File: src/rtl/uart_rx_16x_pkg.sv
package uart_rx_16x_pkg;
  typedef enum logic [1:0] {
    ST_IDLE,
    ST_START,
    ST_DATA,
    ST_STOP
  } rx_state_e;

  localparam int unsigned PAR_NONE = 0;
  localparam int unsigned PAR_EVEN = 1;
  localparam int unsigned PAR_ODD  = 2;

  localparam logic [3:0] TICK_PRELOAD = 4'd8;
  localparam logic [3:0] TICK_LAST    = 4'd15;
endpackage

File: src/rtl/uart_rx_16x_tick.sv
module uart_rx_16x_tick #(
  parameter int unsigned ACC_W = 16
) (
  input  logic             clk_i,
  input  logic             rst_ni,
  input  logic [ACC_W-1:0] inc_i,
  output logic             tick_o
);
  logic [ACC_W-1:0] acc_q;
  logic             tick_q;
  logic [ACC_W:0]   sum;

  assign sum = {1'b0, acc_q} + {1'b0, inc_i};

  always_ff @(posedge clk_i or negedge rst_ni) begin
    if (!rst_ni) begin
      acc_q  <= '0;
      tick_q <= 1'b0;
    end else begin
      acc_q  <= sum[ACC_W-1:0];
      tick_q <= sum[ACC_W];
    end
  end

  assign tick_o = tick_q;
endmodule

File: src/rtl/uart_rx_16x_sync.sv
module uart_rx_16x_sync #(
  parameter int unsigned STAGES = 2
) (
  input  logic clk_i,
  input  logic rst_ni,
  input  logic d_i,
  output logic q_o
);
  logic [STAGES-1:0] chain_q;

  always_ff @(posedge clk_i or negedge rst_ni) begin
    if (!rst_ni) chain_q <= '1;   // line idles high
    else         chain_q <= {chain_q[STAGES-2:0], d_i};
  end

  assign q_o = chain_q[STAGES-1];
endmodule

File: src/rtl/uart_rx_16x_core.sv
module uart_rx_16x_core
  import uart_rx_16x_pkg::*;
#(
  parameter int unsigned DATA_W = 8,
  parameter int unsigned PARITY = PAR_EVEN
) (
  input  logic              clk_i,
  input  logic              rst_ni,
  input  logic              rx_i,
  input  logic              tick_i,
  output logic [DATA_W-1:0] data_o,
  output logic              valid_o,
  output logic              frame_err_o,
  output logic              parity_err_o
);
  localparam int unsigned NBITS = DATA_W + ((PARITY != PAR_NONE) ? 1 : 0);
  localparam int unsigned BCW   = $clog2(NBITS + 1);
  localparam logic [BCW-1:0] LAST_BIT = BCW'(NBITS - 1);

  rx_state_e         state_q;
  logic [3:0]        cnt_q;
  logic [BCW-1:0]    bit_q;
  logic [NBITS-1:0]  sr_q;
  logic [DATA_W-1:0] data_q;
  logic              valid_q, ferr_q, perr_q;
  logic              terminal;
  logic              par_bad;

  assign terminal = tick_i && (cnt_q == TICK_LAST);

  generate
    if (PARITY == PAR_NONE) begin : g_par_none
      assign par_bad = 1'b0;
    end else if (PARITY == PAR_EVEN) begin : g_par_even
      assign par_bad = ^sr_q;
    end else begin : g_par_odd
      assign par_bad = ~^sr_q;
    end
  endgenerate

  always_ff @(posedge clk_i or negedge rst_ni) begin
    if (!rst_ni) begin
      state_q <= ST_IDLE;
      cnt_q   <= TICK_PRELOAD;
      bit_q   <= '0;
      sr_q    <= '0;
      data_q  <= '0;
      valid_q <= 1'b0;
      ferr_q  <= 1'b0;
      perr_q  <= 1'b0;
    end else begin
      valid_q <= 1'b0;
      ferr_q  <= 1'b0;
      perr_q  <= 1'b0;
      unique case (state_q)
        ST_IDLE: begin
          cnt_q <= TICK_PRELOAD;
          bit_q <= '0;
          if (!rx_i) state_q <= ST_START;
        end
        ST_START: begin
          // line high before the centre: counter back to preload, no frame
          if (rx_i) begin
            state_q <= ST_IDLE;
            cnt_q   <= TICK_PRELOAD;
          end else if (tick_i) begin
            cnt_q <= cnt_q + 4'd1;
            if (cnt_q == TICK_LAST) state_q <= ST_DATA;
          end
        end
        ST_DATA: begin
          if (tick_i) cnt_q <= cnt_q + 4'd1;
          if (terminal) begin
            sr_q <= {rx_i, sr_q[NBITS-1:1]};
            if (bit_q == LAST_BIT) begin
              state_q <= ST_STOP;
              bit_q   <= '0;
            end else begin
              bit_q <= bit_q + 1'b1;
            end
          end
        end
        ST_STOP: begin
          if (tick_i) cnt_q <= cnt_q + 4'd1;
          if (terminal) begin
            valid_q <= 1'b1;
            data_q  <= sr_q[DATA_W-1:0];
            ferr_q  <= !rx_i;
            perr_q  <= par_bad;
            state_q <= ST_IDLE;
            cnt_q   <= TICK_PRELOAD;
          end
        end
        default: state_q <= ST_IDLE;
      endcase
    end
  end

  assign data_o       = data_q;
  assign valid_o      = valid_q;
  assign frame_err_o  = ferr_q;
  assign parity_err_o = perr_q;
endmodule

File: src/rtl/uart_rx_16x.sv
module uart_rx_16x
  import uart_rx_16x_pkg::*;
#(
  parameter int unsigned DATA_W       = 8,
  parameter int unsigned ACC_W        = 16,
  parameter int unsigned DEF_INC      = 32768,
  parameter bit          USE_INC_PORT = 1'b1,
  parameter int unsigned PARITY       = PAR_EVEN
) (
  input  logic              clk_i,
  input  logic              rst_ni,
  input  logic              rx_i,
  input  logic [ACC_W-1:0]  baud_inc_i,
  output logic [DATA_W-1:0] data_o,
  output logic              valid_o,
  output logic              frame_err_o,
  output logic              parity_err_o
);
  logic [ACC_W-1:0] inc_w;
  logic             tick_w;
  logic             rx_sync_w;

  generate
    if (USE_INC_PORT) begin : g_inc_port
      assign inc_w = baud_inc_i;
    end else begin : g_inc_param
      assign inc_w = ACC_W'(DEF_INC);
    end
  endgenerate

  uart_rx_16x_tick #(.ACC_W(ACC_W)) u_tick (
    .clk_i  (clk_i),
    .rst_ni (rst_ni),
    .inc_i  (inc_w),
    .tick_o (tick_w)
  );

  uart_rx_16x_sync #(.STAGES(2)) u_sync (
    .clk_i  (clk_i),
    .rst_ni (rst_ni),
    .d_i    (rx_i),
    .q_o    (rx_sync_w)
  );

  uart_rx_16x_core #(.DATA_W(DATA_W), .PARITY(PARITY)) u_core (
    .clk_i        (clk_i),
    .rst_ni       (rst_ni),
    .rx_i         (rx_sync_w),
    .tick_i       (tick_w),
    .data_o       (data_o),
    .valid_o      (valid_o),
    .frame_err_o  (frame_err_o),
    .parity_err_o (parity_err_o)
  );
endmodule

File: config.mk
export PLATFORM = sky130hd
export DESIGN_NAME = uart_rx_16x
export DESIGN_NICKNAME = d
export VERILOG_FILES = /design/src/rtl/uart_rx_16x_pkg.sv /design/src/rtl/uart_rx_16x_tick.sv /design/src/rtl/uart_rx_16x_sync.sv /design/src/rtl/uart_rx_16x_core.sv /design/src/rtl/uart_rx_16x.sv
export SDC_FILE = /design/constraint.sdc
export NUM_CORES = 1
export LEC_CHECK = 0
export ABC_AREA = 1
export BUFFER_PORTS_ARGS = -buffer_cell sky130_fd_sc_hd__clkbuf_2
export CAP_MARGIN = 10
export CORE_MARGIN = 5
export CORE_UTILIZATION = 55
export CTS_CLUSTER_DIAMETER = 80
export DETAILED_ROUTE_END_ITERATION = 10
export GPL_TIMING_DRIVEN = 0
export PLACE_DENSITY = 0.75
export SLEW_MARGIN = 20
export SYNTH_ARGS = -nofsm -noshare
export SYNTH_HDL_FRONTEND = slang
export SYNTH_SLANG_ARGS = --single-unit
File: constraint.sdc
create_clock -name clk_i -period 2.1 [get_ports clk_i]
set_input_delay 0.42 -clock clk_i [delete_from_list [all_inputs] [get_ports clk_i]]
set_output_delay 0.42 -clock clk_i [all_outputs]
set_load 0.02 [all_outputs]
* Word-level counts from Yosys, hierarchy flattened
Index checks and enable logic that the tools add are counted.
** Storage, ports and cells
- Register bits after elaboration :: 49
- Output and inout bits :: 11
** Operators by class
- Eq/ne operators :: 11
- Add/subtract/negate cells :: 3
- Multiplexer cells :: 21
- Reduce and logical (&&, ||, !) cells :: 9
** Operators by type and width (count)
- 4-bit two-way mux :: 5
- 16-bit by 16-bit adder with 17-bit output :: 1
- 4-bit one-hot mux with 4 select lines :: 1
- 2-bit two-way mux :: 7
- 9-bit parity :: 1
- 4-bit by 1-bit adder with 4-bit output, second input constant :: 2
- 4-bit equality test, second input constant :: 2
- 2-bit one-hot mux with 4 select lines :: 1
- 4-bit one-hot mux with 2 select lines :: 1
- 1-bit two-way mux :: 6
- 2-bit by 1-bit != test with 1-bit output, second input constant :: 3
- 2-bit AND reduction :: 3
- 6-bit AND reduction :: 1
- 2-bit equality test, second input constant :: 2
- 3-bit by 2-bit != test with 1-bit output, second input constant :: 1
- 3-bit != test, second input constant :: 1
- 2-bit by 1-bit equality test with 1-bit output, second input constant :: 1
- 2-bit logical NOT :: 1
- 2-bit != test, second input constant :: 1
- 2-bit nonzero test :: 1
- 1-bit logical AND :: 1
- 1-bit logical NOT :: 1

* Logic depth before layout (Yosys ltp)
Gate-level depths: netlist of the first run.
- Depth after elaboration :: 5
- Mapped depth :: 10

* Hierarchy
A second synthesis of the first run with hierarchy kept.
** Second synthesis, totals
- Cells, all modules :: 382
- Area, all modules :: 2942.8 um2
** By module, submodules not included
- uart_rx_16x_core :: area an instance 1491.4 um2, seq. area each 752.0 um2, cells an instance 179, instances 1
- uart_rx_16x_tick :: area an instance 1398.8 um2, seq. area each 425.4 um2, cells an instance 201, instances 1
- uart_rx_16x_sync :: area an instance 52.6 um2, seq. area each 52.6 um2, cells an instance 2, instances 1

* Worst setup path before layout of the first run
No wires, ideal clock.
- Path type :: input to register
- Start point :: in baud_inc_i[0]
- End point :: reg u_tick.acc_q[14]
- Buffers on the path :: 0
- Data required time :: 1.983 ns
- Arrival :: 1.551 ns
- Path slack :: 0.433 ns
- Library setup time :: 0.117 ns
- Cell stages on the path :: 10
- Path through :: ha_1 > fa_1 > nand3_1 > nand2_1 > nand3_1 > nand2_1 > nand2_1 > nand2_1 > nand2_1 > nand2_1
** Between the ends
- Longest elaborated chain between the ends :: 1
** RTL lines
- start: declaration :: RTL line uart_rx_16x.sv:13 : input logic [ACC_W-1:0] baud_inc_i,
- 16-bit by 16-bit adder with 17-bit output :: RTL line uart_rx_16x_tick.sv:13 : assign sum = {1'b0, acc_q} + {1'b0, inc_i};
- net u_tick.sum[14] :: RTL line uart_rx_16x_tick.sv:11 : logic [ACC_W:0] sum;
- end signal: assignment :: RTL line uart_rx_16x_tick.sv:20 : acc_q <= sum[ACC_W-1:0];
- end: declaration :: RTL line uart_rx_16x_tick.sv:9 : logic [ACC_W-1:0] acc_q;
The timed path passes the listed nets, and every way through them passes these cells.
A chain may end at the register's enable or synchronous reset.

* Worst setup path after layout of the first run
- Start point :: reg u_tick.acc_q[0]
- End point :: reg u_tick.tick_q, in the netlist u_tick.tick_o
** Between the ends
- Longest elaborated chain between the ends :: 1
** RTL lines
- 16-bit by 16-bit adder with 17-bit output :: RTL line uart_rx_16x_tick.sv:13
- net u_tick.sum[16] :: RTL line uart_rx_16x_tick.sv:11
- end signal: assignment :: RTL line uart_rx_16x_tick.sv:21 : tick_q <= sum[ACC_W];
- end: declaration :: RTL line uart_rx_16x_tick.sv:10 : logic tick_q;
The timed path passes the listed nets, and every way through them passes these cells.

==> results of run 1 <==
==> flip-flops by register name, summed over array words and instances, names as in the netlist, named ones only <==
signal / flops
u_core.data_o: 8
u_core.state_q: 1
u_core.parity_err_o: 1
u_core.valid_o: 1
u_core.sr_q: 9
u_tick.acc_q: 16
u_tick.tick_o: 1
u_core.bit_q: 4
u_core.frame_err_o: 1
u_sync.chain_q: 2
u_core.cnt_q: 4
==> per-stage QoR <==
step | hold slack, ns | power [mW]
2_1_floorplan | 0.124 | 2.61
3_3_place_gp | 0.346 | 2.89
3_5_place_dp | 0.347 | 2.95
4_1_cts | 0.197 | 3.67
5_1_grt | 0.194 | 3.99
6_report | 0.161 | 3.63
==> power groups by stage <==
stage | Combinational (mW) | Clock [mW] | Sequential (mW)
5_1_grt | 1.89 | 0.753 | 1.35
2_1_floorplan | 1.30 | 0 | 1.31
6_report | 1.61 | 0.692 | 1.32
3_3_place_gp | 1.56 | 0 | 1.34
4_1_cts | 1.62 | 0.720 | 1.32
3_5_place_dp | 1.61 | 0 | 1.34
==> cells in the mapped netlist, drive strengths merged <==
library cell / n
nand2: 121
dfrtp: 46
inv: 43
o21ai: 26
a21oi: 22
nor2: 21
ha: 19
nand3: 17
xor2: 9
nor3: 6
nand4: 4
dfstp: 3
buf: 2
a211oi: 1
a21o: 1
and3: 1
fa: 1
nor3b: 1
o21a: 1
o21bai: 1
==> cell type report <==
class,instances,area (um2),share of cell area
multi-input cells,252,1410,0.443
flip-flops and latches,49,1230,0.387
inverters,43,164,0.0516
repair buffers,29,148,0.0465
well taps,70,87.6,0.0276
clock buffers,7,86.3,0.0272
clock inverters,1,30.0,0.00945
plain buffers,2,22.5,0.00709
==> final timing paths <==
| kind | from | endpoint | slack, ns |
|---|---|---|---|
| min | rst_ni | u_core.bit_q[3]$_DFFE_PN0P_ | 0.16 |
| min reg2reg | u_sync.chain_q[0]$_DFF_PN1_ | u_sync.chain_q[1]$_DFF_PN1_ | 0.36 |
| max in group asynchronous | rst_ni | u_tick.acc_q[13]$_DFF_PN0_ | 1.47 |
| max | u_tick.acc_q[0]$_DFF_PN0_ | u_tick.tick_o$_DFF_PN0_ | 0.35 |
| max reg2reg | u_tick.acc_q[0]$_DFF_PN0_ | u_tick.tick_o$_DFF_PN0_ | 0.35 |
| min in group clk_i | rx_i | u_sync.chain_q[0]$_DFF_PN1_ | 0.21 |
==> critical path: cells and delay by family (launching register included) <==
family | cells | cell delay [ns]
DFF | 1 | 0.37
adders and majority gates | 2 | 0.61
and+or+nand+nor | 8 | 0.66
==> cell usage in the layout (no fill, tap or decap), drive strengths merged <==
cell type	count
a21oi	22
a21o	1
nor3	6
a211oi	1
ha	19
o21a	1
clkbuf	36
inv	43
nand2	121
buf	2
o21bai	1
o21ai	26
nand4	4
and3	1
nor3b	1
nor2	21
nand3	17
bufinv	1
xor2	9
dfrtp	46
fa	1
dfstp	3
==> cells by family after synthesis <==
logic type,Yosys count,share of synthesized area
xor gates and xnor gates,9,0.0279
buffers and inverters,45,0.0660
adders and majority gates,20,0.0912
and+or+nand+nor,171,0.261
AOI/OAI and AO/OA,52,0.118
DFF,49,0.435
==> per-layer routing <==
layer,up-vias,track usage,routed length [um],part of all wire
met4,0,0.0698,99,0.020
met5,-,0,0,0
met1,1049,0.214,2270,0.45
met3,10,0.0285,191,0.038
met2,32,0.318,2450,0.49
li1,1185,-,-,-
==> results by group, run 1 <==
Outcome
  • Result of the run: complete, no violations

Floorplanning
  • Die width: 81.7 um
  • Core Footprint: a little over 5000 um2
  • Overall die area: 6670 um2
  • Number of cell rows: 26
  • Effective utilization at floorplan: 0.560
  • Top-level I/O count: 30
  • Vertical die dimension: 81.7 um

Synth
  • Yosys warning total: 0
  • Top area cells in the synthesized netlist: dfrtp_1 (41%), nand2_1 (16%), ha_1 (8.4%)
  • Mapped Nets: 385
  • Per-instance average area after synthesis: roughly 8 um2
  • Post-synthesis sequential area ratio: 0.435
  • FF+latch count, synth: 49
  • Proportion of netlist area held by the largest area contributor: 0.407
  • Instance count of the mapped netlist: 346
  • Library cell occupying the most area in the post-synthesis netlist: dfrtp_1
  • Unique cell type count in the Yosys netlist: 29
  • Post-synthesis instance area: 2830 um2

Placed design
  • Detailed placer's ending HPWL: 3860 um
  • GP Congestion: 0.921
  • Cell Area, Placed: 3060 um2
  • Cell Count Post-Placement: 445
  • Placement-stage worst setup slack: 0.193 ns
  • Number of buffers inserted by port buffering: 29

Timing
  • Clock period minus worst slack: 1.75 ns
  • Slew headroom: 0.552
  • Setup total negative slack: 0 ns
  • Final hold violation count: 0
  • Unrepaired setup endpoints after global routing: no
  • Max Transition Viols Final: 0
  • Transition time at the pin with the least slew margin: 0.671 ns
  • Final setup violation count: 0
  • Final period util: 0.835
  • PnR worst setup slack: 0.346 ns
  • Maximum achievable frequency: 570 MHz
  • Setup skew after layout: 0.00861 ns

Flow run
  • Max-cap violations: 0

Power and ir drop
  • Net Sw Frac: 0.397
  • Clk network pwr share: 0.191
  • Pwr/cell area: 1140 nW/um2
  • Logic pwr share: 0.445
  • IR drop worst, VDD: 715 uV
  • Power share of the sequential group: 0.364
  • Leakage power total: 1.71 nW
  • Power dissipated by switching net loads: 1.44 mW
  • Internal power: ~2.2 mW

Routing
  • Violation count after the first detailed-routing iteration: 78
  • DRC violation count after routing: 0
  • Number of vias in the routed layout: 2,276
  • Detail-routed via count per cell: ~5.0
  • Number of optimization iterations in the first detailed-route pass: 4
  • Detail Route Antenna Nets: 0
  • Routed length per instance: 11.1 um
  • Final wirelength: 5010 um

Finish
  • Non-filler cells, final: 453
  • Area growth, synth to finish: 12.4%
  • Post-layout utilization of the core: 0.630
  • Share of cells above drive strength 1: 0.178
  • Post-route cell area: 3180 um2
  • Fillcell total: 448
  • Fin nets: approximately 420
  • Inserted Diodes: 0

Clock network
  • Clock Latency Late Sink: around 0.30 ns
  • Maximum root-to-sink buffer count: 2
  • Post-CTS Setup Bufs: 0
  • Clock net sink count: roughly 50
  • Clock root buffer: clkbuf_8
  • Clock buffers created by TritonCTS: 5
  • Number of buffers added to fix hold violations after cts: 0
  • CTS tree: yes
  • H-Tree Depth: 2
  • Reg clk slew, reported paths: 0.09 ns
  • Total of cells resized after clock tree synthesis: 0

Global routing
  • Number of global-route vias before repair: 2,237
  • Initial antenna violation count: 0
  • First-pass GRT wire length: 9290 um
  • Total congestion overflow: 0
  • Total Routing Usage GR: 0.178
  • Maximum number of pins on one net before global-route repair: 50

Critical path
  • Setup crit end kind: flip-flop
  • Number of cells on the worst reg-to-reg path: 10
  • Cells along the critical path: ha_1 > fa_1 > nand3_1 > nand2_1 > nand2_1 > nand2_1 > nand2_1 > nand2_1 > nand2_1 > nand2_1
  • Data arrival time of the worst path: 1.94 ns
  • Delay of the slowest cell on the worst path: 0.41 ns
  • Peak fanout along the critical path: 3
  • Element type at the critical path start: flip-flop
  • Required arrival time at the worst endpoint: 2.29 ns
  • CP most frequent cell: nand2_1
  • Type of the worst setup path: reg2reg
  • Crit path max-delay cell type: fa_1

Hold path
  • Worst min-delay path category: in2async
Note: power is estimated with default switching activity, not from simulation.
==> inputs of run 2 (changes only) <==
clock period = 1.64 ns   (was 2.1 ns; I/O delays follow)
==> results by group, run 2 (synthesis results as in run 1) <==
Power and ir drop
  • Leakage power total: between 1.5 and 2 nW
  • IR drop worst, VDD: 928 uV
  • Pwr/cell area: 1500 nW/um2

Clock network
  • Clock Latency Late Sink: 0.30 ns
  • Clock root buffer: clkbuf_8
  • Maximum root-to-sink buffer count: 2
  • Clock buffers created by TritonCTS: 5
  • CTS tree: yes
  • H-Tree Depth: 2
  • Clock net sink count: 49
  • Reg clk slew, reported paths: 0.09 ns

Placed design
  • Number of buffers inserted by port buffering: 29
  • GP Congestion: a little over 0.9
  • Detailed placer's ending HPWL: between 3000 and 4000 um
  • Cell Count Post-Placement: 445

Routing
  • Violation count after the first detailed-routing iteration: around 80
  • Number of optimization iterations in the first detailed-route pass: 5
  • DRC violation count after routing: 0
  • Detail Route Antenna Nets: 0
  • Final wirelength: between 5000 and 6000 um
  • Detail-routed via count per cell: 5.07
  • Routed length per instance: around 11 um
  • Number of vias in the routed layout: 2,319

Global routing
  • Total Routing Usage GR: 0.178
  • Initial antenna violation count: 0
  • First-pass GRT wire length: 9290 um
  • Maximum number of pins on one net before global-route repair: 50
  • Number of global-route vias before repair: 2,233
  • Total congestion overflow: 0

Timing
  • Setup skew after layout: 0.00848 ns
  • Final setup violation count: 0
  • Maximum achievable frequency: between 600 and 700 MHz
  • Final hold violation count: 0
  • Final period util: 0.960
  • Transition time at the pin with the least slew margin: 0.671 ns
  • Slew headroom: 0.553
  • Clock period minus worst slack: 1.57 ns
  • Max Transition Viols Final: 0
  • Unrepaired setup endpoints after global routing: yes

Floorplanning
  • Overall die area: 6670 um2
  • Die width: about 82 um
  • Vertical die dimension: between 80 and 90 um
  • Number of cell rows: 26
  • Top-level I/O count: 30
  • Core Footprint: around 5000 um2
  • Effective utilization at floorplan: 0.560

Hold path
  • Worst min-delay path category: in2async

Finish
  • Area growth, synth to finish: 16.5%
  • Fin nets: about 430
  • Post-layout utilization of the core: 0.653
  • Most frequent standard cell in the layout excluding fill and tap cells: nand2_1
  • Fillcell total: approximately 440
  • Register with the highest flop count: u_tick.acc_q
  • Commonest non-fill, non-tap cells in the layout: nand2_1 (108), dfrtp_1 (46), inv_1 (41)
  • Max FFs per register: 16
  • Share of cells above drive strength 1: 0.243
  • Inserted Diodes: 0
  • Non-filler cells, final: 457

Critical path
  • Required arrival time at the worst endpoint: 1.82 ns
  • Setup crit end kind: flip-flop
  • Type of the worst setup path: reg2reg
  • Element type at the critical path start: flip-flop
  • Data arrival time of the worst path: 1.76 ns
  • Peak fanout along the critical path: 3

Outcome
  • Result of the run: complete, no violations

Flow run
  • Max-cap violations: 0
## run 2: repair_timing
action	4_1_cts	5_1_grt
endpoints found under the setup margin	5	7
hold buffers	0	0
pin swaps	1	9
buffers inserted	1	3
gates resized for setup	6	16
## run 2: worst max-delay path, stage by stage (launching register included)
cell	delay, ns
dfrtp_1	0.38
ha_2	0.19
fa_2	0.35
nand3_2	0.07
nand2_2	0.08
nand2_2	0.08
nand2_2	0.06
buf_4	0.13
xor2_1	0.13
## run 2: worst paths after layout
path | startpoint | endpoint | slack, ns | cells after the start
hold reg to reg | u_sync.chain_q[0]$_DFF_PN1_ | u_sync.chain_q[1]$_DFF_PN1_ | 0.36 | 0
hold / removal | rst_ni | u_core.bit_q[3]$_DFFE_PN0P_ | 0.07 | 1
setup reg to reg | u_tick.acc_q[0]$_DFF_PN0_ | u_tick.acc_q[8]$_DFF_PN0_ | 0.07 | 8
min in group clk_i | rx_i | u_sync.chain_q[0]$_DFF_PN1_ | 0.13 | 1
setup / recovery | u_tick.acc_q[0]$_DFF_PN0_ | u_tick.acc_q[8]$_DFF_PN0_ | 0.07 | 8
max in group asynchronous | rst_ni | u_tick.acc_q[13]$_DFF_PN0_ | 1.11 | 1
## run 2: final cells by class
cell class                 count  area, um2  share of cell area
buffer                         2       22.5             0.00684
clock inverter                 1       30.0             0.00912
sequential                    49       1230               0.374
inverter                      43        164              0.0498
clock buffer                   7       86.3              0.0262
multi-input combinational    252       1490               0.454
timing repair buffer          33        178              0.0540
tap                           70       87.6              0.0266
## run 2: per-stage QoR
step / power, mW / setup TNS, ns / hold WS (ns) / worst slack (ns) / area, um2
final: 4.92 / 0 / 0.0705 / 0.0659 / 3290
after global routing: 5.38 / -0.0453 / 0.102 / -0.0226 / 3290
after CTS: 4.74 / -0.0267 / 0.105 / -0.0136 / 3200
after detailed placement: 3.78 / -0.785 / 0.347 / -0.175 / 3060
after global placement: 3.71 / -0.651 / 0.346 / -0.158 / 3060
after floorplan: 3.35 / 0 / 0.0324 / 0.0569 / 2830
## run 2: metal layers
layer  part of all wire  GRT usage  vias up
met2               0.50      0.318       35
met5                  0          0        -
li1                   -          -     1193
met1               0.45      0.213     1083
met3              0.035     0.0285        8
met4              0.015     0.0698        0
## run 2: power breakdown
group	total, mW	internal (mW)	switching, mW	leakage, nW
sequential	1.71	1.53	0.181	0.633
combinational	2.33	0.929	1.40	1.04
clock	0.886	0.497	0.389	0.0585
total	4.92	2.95	1.97	1.73
==> inputs of run 3 (changes only) <==
CELL_PAD_IN_SITES_DETAIL_PLACEMENT = 0   (was unset)
CELL_PAD_IN_SITES_GLOBAL_PLACEMENT = 1   (was unset)
CORE_UTILIZATION = 40   (was 55)
PLACE_DENSITY = unset   (was 0.75)
PLACE_DENSITY_LB_ADDON = 0.1   (was unset)
TNS_END_PERCENT = 10   (was unset)
==> results by group, run 3 (synthesis results as in run 1) <==
Finish
  • Max FFs per register: 16
  • Inserted Diodes: 0
  • Share of cells above drive strength 1: 0.255
  • Non-filler cells, final: 481
  • Register with the highest flop count: u_tick.acc_q
  • Fin nets: between 400 and 500
  • Commonest non-fill, non-tap cells in the layout: nand2_1 (108), dfrtp_1 (46), inv_1 (41)
  • Area growth, synth to finish: 18.9%
  • Most frequent standard cell in the layout excluding fill and tap cells: nand2_1
  • Post-layout utilization of the core: 0.492

Power and ir drop
  • Internal power: 2.98 mW
  • Logic pwr share: 0.476
  • Leakage power total: 1.72 nW
  • Net Sw Frac: 0.407
  • Power dissipated by switching net loads: 2.04 mW
  • Pwr/cell area: about 1500 nW/um2
  • Power share of the sequential group: 0.342
  • Clk network pwr share: 0.182
  • IR drop worst, VDD: 851 uV

Routing
  • DRC violation count after routing: 0
  • Violation count after the first detailed-routing iteration: 40
  • Number of vias in the routed layout: around 2,200
  • Number of optimization iterations in the first detailed-route pass: 5
  • Final wirelength: roughly 5500 um
  • Detail-routed via count per cell: 4.61
  • Detail Route Antenna Nets: 0
  • Routed length per instance: between 10 and 15 um

Timing
  • PnR worst setup slack: between 0.07 and 0.08 ns
  • Final setup violation count: 0
  • Clock period minus worst slack: ~1.6 ns
  • Setup skew after layout: 0.00938 ns
  • Max Transition Viols Final: 0
  • Transition time at the pin with the least slew margin: roughly 0.67 ns
  • Unrepaired setup endpoints after global routing: yes
  • Final hold violation count: 0
  • Final period util: 0.953
  • Slew headroom: 0.553
  • Maximum achievable frequency: 640 MHz

Floorplanning
  • Die width: 94.0 um
  • Number of cell rows: 30
  • Overall die area: 8840 um2
  • Effective utilization at floorplan: 0.414
  • Top-level I/O count: 30
  • Core Footprint: 6830 um2
  • Vertical die dimension: 94.0 um

Critical path
  • Setup crit end kind: flip-flop
  • Startpoint of the lowest-slack register-to-register path: u_tick.acc_q[0]$_DFF_PN0_
  • Element type at the critical path start: flip-flop
  • Buf+Inv Stages, Crit Path: 0
  • Crit-path leading delay family: adder cells
  • Data arrival time of the worst path: 1.75 ns
  • End of the worst register-to-register path: u_tick.tick_o$_DFF_PN0_
  • Peak fanout along the critical path: 3
  • Type of the worst setup path: reg2reg
  • Minimum setup slack among reg-to-reg paths: 0.08 ns
  • Worst setup startpoint: u_tick.acc_q[0]$_DFF_PN0_
  • Number of cells on the worst reg-to-reg path: 10
  • Cells along the critical path: ha_2 > fa_2 > nand3_2 > nand2_4 > nand2_2 > nand2_2 > nand2_2 > nand2_2 > nand2_1 > nand2_1
  • Crit path max-delay cell type: dfrtp_1
  • Delay of the slowest cell on the worst path: 0.37 ns
  • CP most frequent cell: nand2_2
  • Required arrival time at the worst endpoint: 1.82 ns

Global routing
  • Number of global-route vias before repair: 2,205
  • Total Routing Usage GR: 0.137
  • First-pass GRT wire length: 9650 um
  • Maximum number of pins on one net before global-route repair: 50
  • Total congestion overflow: 0
  • Initial antenna violation count: 0

Hold path
  • Worst min-delay path category: in2async

Clock network
  • Maximum root-to-sink buffer count: 2
  • H-Tree Depth: 2
  • Number of buffers added to fix hold violations after cts: 0
  • CTS tree: yes
  • Clock buffers created by TritonCTS: 5
  • Clock net sink count: 49
  • Clock root buffer: clkbuf_8
  • Reg clk slew, reported paths: roughly 0.090 ns
  • Clock Latency Late Sink: 0.31 ns

Flow run
  • Max-cap violations: 0

Placed design
  • Cell Count Post-Placement: approximately 470
  • GP Congestion: 0.783
  • Detailed placer's ending HPWL: 4110 um
  • Number of buffers inserted by port buffering: 29
  • Placement-stage worst setup slack: -0.192 ns

Outcome
  • Result of the run: complete, no violations
==> run 3: changes by cell type in the layout (fill, tap and decap cells not counted), moves of 2 or more <==
cell     before  now
a21oi_1      17   14
o21ai_0      10    8
buf_4         4    2
nand2_4       2    4
nand2_2      11    9
a21oi_2       5    8
o21ai_1       0    2
==> run 3: worst max-delay path by stage <==
stage / end / slack, ns / cells after the start
2_1_floorplan: u_tick.acc_q[14]$_DFF_PN0_ / 0.06 / 10
3_3_place_gp: u_tick.acc_q[14]$_DFF_PN0_ / -0.18 / 11
3_5_place_dp: u_tick.acc_q[14]$_DFF_PN0_ / -0.19 / 11
4_1_cts: u_tick.tick_o$_DFF_PN0_ / 0.001 / 10
5_1_grt: u_tick.acc_q[10]$_DFF_PN0_ / -0.01 / 10
6_report: u_tick.tick_o$_DFF_PN0_ / 0.08 / 10
==> run 3: through the flow <==
stage | power (mW) | hold WS [ns] | instance area (um2) | TNS [ns]
CTS | 4.84 | 0.0836 | 3260 | 0
global route | 5.51 | 0.0822 | 3360 | -0.0140
finish | 5.01 | 0.0802 | 3360 | 0
detailed placement | 3.81 | 0.347 | 3090 | -0.823
floorplan | 3.35 | 0.0324 | 2830 | 0
global placement | 3.78 | 0.347 | 3090 | -0.739
==> run 3: repair_timing <==
item                                    4_1_cts  5_1_grt
endpoints found under the setup margin        5        9
buffers inserted                              2        0
resized for setup                            11       22
endpoints found under the hold margin         0        0
pin swaps                                     7        6
cloned                                        0        0
==> run 3: final cells by class <==
type	instances	area, um2
repair buffers	31	163
well taps	96	120
clock buffers	6	82.6
inverters	43	164
fillers	707	3470
clock inverters	2	37.5
multi-input cells	252	1540
flip-flops and latches	49	1230
plain buffers	2	22.5
==> run 3: power groups by stage <==
stage | clock network, mW | logic, mW | registers, mW
final | 0.912 | 2.39 | 1.71
after global routing | 1.01 | 2.76 | 1.75
after CTS | 0.954 | 2.19 | 1.70
after detailed placement | 0 | 2.09 | 1.72
after global placement | 0 | 2.07 | 1.71
after floorplan | 0 | 1.67 | 1.68
==> run 3: layer usage <==
layer	global-route usage	vias up	share of wire
li1	-	1190	-
met1	0.166	998	0.47
met2	0.244	25	0.49
met3	0.0280	5	0.032
met4	0.0397	0	0.011
met5	0	-	0
==> run 3: worst reg2reg max path: cells and delay by family, from the launching register on <==
kind / cells / cell delay, ns
adder cells (fa/ha/maj): 2 / 0.54
flip-flops: 1 / 0.37
AND/OR/NAND/NOR: 8 / 0.53
